[src/rtl/bfg_pkg.sv]
package bfg_pkg;
  typedef struct packed {
    logic armLoad;   // take a fresh snapshot of the flags into the armed set
    logic clrFire;   // perform the second step on the armed set
  } bfgStrobe_t;
endpackage

[src/rtl/bfg_ctrl.sv]
module bfg_ctrl
  import bfg_pkg::*;
(
  input  logic       clk,
  input  logic       rstN,
  input  logic       statusRd,
  input  logic       dataAcc,
  input  logic       breakActive,
  input  logic       enWe,
  input  logic       enD,
  output logic       enQ,
  output bfgStrobe_t strobes
);
  logic protectNow;

  always_ff @(posedge clk) begin
    if (!rstN)     enQ <= 1'b0;
    else if (enWe) enQ <= enD;
  end

  assign protectNow      = breakActive && !enQ;
  assign strobes.armLoad = statusRd && !protectNow;
  assign strobes.clrFire = dataAcc && !protectNow;

  assert_en_hold_R11: assert property (@(posedge clk) disable iff (!rstN)
    !enWe |=> $stable(enQ));
  assert_en_load_R11: assert property (@(posedge clk) disable iff (!rstN)
    enWe |=> (enQ == $past(enD)));
endmodule

[src/rtl/bfg_dpath.sv]
module bfg_dpath
  import bfg_pkg::*;
#(
  parameter int NUM_FLAGS = 8
)(
  input  logic                 clk,
  input  logic                 rstN,
  input  logic [NUM_FLAGS-1:0] setEvt,
  input  logic                 statusRd,
  input  bfgStrobe_t           strobes,
  output logic [NUM_FLAGS-1:0] flags,
  output logic [NUM_FLAGS-1:0] statusData
);
  logic [NUM_FLAGS-1:0] armed;

  for (genvar g = 0; g < NUM_FLAGS; g++) begin : gBit
    logic clrBit;
    logic flagNext;
    logic armNext;

    assign clrBit   = strobes.clrFire && armed[g];
    assign flagNext = (flags[g] && !clrBit) || setEvt[g];

    always_comb begin
      if (strobes.armLoad)      armNext = flags[g] && !clrBit;
      else if (strobes.clrFire) armNext = 1'b0;
      else                      armNext = armed[g];
    end

    always_ff @(posedge clk) begin
      if (!rstN) begin
        flags[g] <= 1'b0;
        armed[g] <= 1'b0;
      end else begin
        flags[g] <= flagNext;
        armed[g] <= armNext;
      end
    end

    assert_set_wins_R2: assert property (@(posedge clk) disable iff (!rstN)
      setEvt[g] |=> flags[g]);
    assert_unarmed_keeps_R5: assert property (@(posedge clk) disable iff (!rstN)
      (flags[g] && !armed[g]) |=> flags[g]);
  end

  assign statusData = statusRd ? flags : '0;

  assert_disarm_R4: assert property (@(posedge clk) disable iff (!rstN)
    (strobes.clrFire && !strobes.armLoad) |=> (armed == '0));
endmodule

[src/rtl/brk_flag_guard.sv]
module brk_flag_guard
  import bfg_pkg::*;
#(
  parameter int NUM_FLAGS = 8
)(
  input  logic                 clk,
  input  logic                 rstN,
  input  logic [NUM_FLAGS-1:0] setEvt,
  input  logic                 statusRd,
  input  logic                 dataAcc,
  input  logic                 breakActive,
  input  logic                 brkClrEnWe,
  input  logic                 brkClrEnD,
  output logic                 brkClrEn,
  output logic [NUM_FLAGS-1:0] flags,
  output logic [NUM_FLAGS-1:0] statusData
);
  bfgStrobe_t strobes;

  bfg_ctrl ctrl_i (
    .clk         (clk),
    .rstN        (rstN),
    .statusRd    (statusRd),
    .dataAcc     (dataAcc),
    .breakActive (breakActive),
    .enWe        (brkClrEnWe),
    .enD         (brkClrEnD),
    .enQ         (brkClrEn),
    .strobes     (strobes)
  );

  bfg_dpath #(.NUM_FLAGS(NUM_FLAGS)) dpath_i (
    .clk        (clk),
    .rstN       (rstN),
    .setEvt     (setEvt),
    .statusRd   (statusRd),
    .strobes    (strobes),
    .flags      (flags),
    .statusData (statusData)
  );

  assert_protect_R7: assert property (@(posedge clk) disable iff (!rstN)
    (breakActive && !brkClrEn) |=> ((flags & $past(flags)) == $past(flags)));
endmodule

[config.mk]
export PLATFORM = sky130hd
export DESIGN_NAME = brk_flag_guard
export DESIGN_NICKNAME = d
export VERILOG_FILES = /design/src/rtl/bfg_pkg.sv /design/src/rtl/bfg_ctrl.sv /design/src/rtl/bfg_dpath.sv /design/src/rtl/brk_flag_guard.sv
export SDC_FILE = /design/constraint.sdc
export NUM_CORES = 1
export LEC_CHECK = 0
export ABC_CLOCK_PERIOD_IN_PS = 2700
export BUFFER_PORTS_ARGS = -buffer_cell sky130_fd_sc_hd__buf_4
export CAP_MARGIN = 20
export CELL_PAD_IN_SITES_DETAIL_PLACEMENT = 0
export CELL_PAD_IN_SITES_GLOBAL_PLACEMENT = 1
export CORE_UTILIZATION = 36
export CTS_CLUSTER_SIZE = 12
export DETAILED_ROUTE_END_ITERATION = 8
export PLACE_DENSITY = 0.77
export REMOVE_ABC_BUFFERS = 1
export SYNTH_ARGS = -nofsm -noshare
export SYNTH_HDL_FRONTEND = slang
export SYNTH_SLANG_ARGS = --single-unit
export TNS_END_PERCENT = 30
[constraint.sdc]
create_clock -name clk -period 2.7 [get_ports clk]
set_input_delay 0.135 -clock clk [delete_from_list [all_inputs] [get_ports clk]]
set_output_delay 0.135 -clock clk [all_outputs]
set_load 0.1 [all_outputs]
==> qor.txt <==
Status - finished clean
Yosys Warn Count - 0
Cell Area, Synth - 792 um^2
Most used DFF post-synth - dfxtp_1
Sequential share of the synthesized area - 43.0%
IO Count - 32
CTS root buffer - clkbuf_4
RSZ-0062 raised after global routing - no
Worst path required time - 2570 ps
All-layer global routing usage - 14.3%
DIE HEIGHT - 48.9 um
Proportion of netlist area held by the largest area contributor - 43.0%
Die area - 2390 um^2
TNS Setup - 0 ps
IO Port Bufs - 31
Reg2reg start - ctrl_i.enQ
Mean Syn Cell Area - 10.2 um^2
Clk_lat worst skew - 290 ps
Final setup fails - 0
Ratio of total power to cell area - 658 nW/um^2
Synth Register Bits - 17
Post-Syn Instances - 78
Final WS setup - 1460 ps
RePlAce Congestion - 0.648
MaxCap Viol Count - 0
DR iter-0 viols - 8
Vias in the first global route - 606
CTS H-Tree Depth - 1
Peak supply drop - 0.380 mV
Top post-synthesis cells by count - dfxtp_1 (17), and2_1 (15), nand3_1 (9)
Post-cts sizing count - 0
Core ar. - 2020 um^2
Vias - 684
DP HPWL - 1110 um
Layout area overhead - 30.3%
Terminus of the critical flop-to-flop path - dpath_i.armed[5]
F_max - 808 MHz
Total wire length - 1600 um
Tcrit/Tclk final - 45.9%
Worst-path clk slew - 100 ps
# DRC - 0
Clk sink count - 17
CTS Buffer Depth - 2
Cell variety after synth - 18
Hold_ws - 52.0 ps
Initial core utilization - 39.2%
Setup crit start kind - flip-flop
Pre-antenna DRT Iters - 4
Antenna Nets Post-Route - 0
Number of synthesized flops with an enable pin - 0
Antenna cells - 0
Setup crit end kind - primary output
Worst slack, placed - 1590 ps
Avg Vias per Cell - 5.18
Clock Skew - 9.61 ps
Row count - 16
Die width - 48.9 um
Post-synth ARST share - 0%
Total CTS buffers - 3
Layout cells sized above 1 - 34.3%
Global route overflow - 0
Pin count of the biggest net entering global routing - 25
Post-CTS setup buffer count - 0
Initial antenna violation count - 0
Fill cells - 195
Leak pwr - 0.448 nW
Tmin final - 1240 ps
HP Class - in -> reg
CP Class - reg -> out
Drt wl/cell - 12.1 um
Layout net count - 121
Measured slew at the worst slew-check pin - 281 ps
First-pass GRT wire length - 2600 um
Arr. time, crit path - 1100 ps
Synth top area cells - dfxtp_1 (43%), and2_1 (12%), o2111a_1 (11%), a22o_1 (7.7%), nand3b_1 (6.6%)
Crit Path Max Fanout - 4
CTS tree - built
End-of-flow core utilization - 51.1%
Largest area contributor in the netlist - dfxtp_1
Hold path cells - 2
Fin. max-slew vios - 0
Hold Violations, Final - 0
Cell depth of the worst flop-to-flop path - 3
Reg2Reg Setup Slack - 1590 ps
Worst Hold Path EP - dpath_i.flags[7]
Post-CTS Hold Fix Bufs - 0
HP Start - setEvt[7]
Worst rel slew slack - 81.4%
Dominant cell by count in the synthesized netlist - dfxtp_1
-- kinds of logic after synthesis --
family | share of synthesized area [%]
multiplexers | 1.26
AO/OA/AOI/OAI | 20.9
AND/OR/NAND/NOR | 27.8
buffers and inverters | 7.11
flip-flops | 43.0
-- through the flow --
stage | total power, mW | instances | instance area (um^2)
6_report | 0.679 | 132 | 1030
5_1_grt | 0.712 | 132 | 1030
4_1_cts | 0.686 | 132 | 1030
3_5_place_dp | 0.551 | 128 | 1010
3_3_place_gp | 0.547 | 128 | 1010
2_1_floorplan | 0.485 | 70 | 739
-- worst max-delay path, stage by stage (launching register included) --
cell	delay (ps)
dfxtp_1	380
and2_1	150
buf_4	280
-- area by class of cell --
| type | count | area (um^2) | area share [%] |
|---|---|---|---|
| Sequential cell | 17 | 340 | 33.0 |
| Timing Repair Buffer | 31 | 233 | 22.5 |
| Tap cell | 27 | 33.8 | 3.27 |
| Inverter | 1 | 3.75 | 0.364 |
| Clock buffer | 4 | 26.3 | 2.55 |
| Multi-Input combinational cell | 52 | 395 | 38.3 |
-- cells in the final DEF (no fill, tap or decap), drive strengths merged --
cell,netlist,routed
a22o,7,7
a31oi,1,1
and2,16,16
buf,5,31
clkbuf,3,4
dfxtp,17,17
inv,1,1
mux2i,1,1
nand2b,1,1
nand3,9,9
nand3b,7,7
nor2b,1,1
o2111a,8,8
o21a,1,1
-- sequential cells by signal, summed over array words and instances, names as in the netlist --
name	count
ctrl_i.enQ	1
dpath_i.armed	8
dpath_i.flags	8
-- layer usage --
metal	part of all wire, %	track usage (%)	wire length [um]	up-vias
li1	-	-	-	340
met2	47	23.4	744	21
met5	0	0	0	-
met3	4.1	2.18	66	4
met4	2.0	8.82	32	0
met1	47	17.4	757	319
-- worst max path at each step --
stage,startpoint,to,slack [ps]
after floorplan,dpath_i.flags[3],statusData[3],750
after global placement,ctrl_i.enQ,dpath_i.armed[6],1620
after detailed placement,ctrl_i.enQ,dpath_i.armed[1],1590
after CTS,dpath_i.flags[7],statusData[7],1450
after global routing,dpath_i.flags[7],statusData[7],1400
final,dpath_i.flags[7],statusData[7],1460
-- where the power goes --
part / switching [mW] / internal (mW)
Combinational: 0.186 / 0.0701
Clock: 0.0790 / 0.0574
Sequential: 0.0141 / 0.273
(Power assumes the default switching activity.)
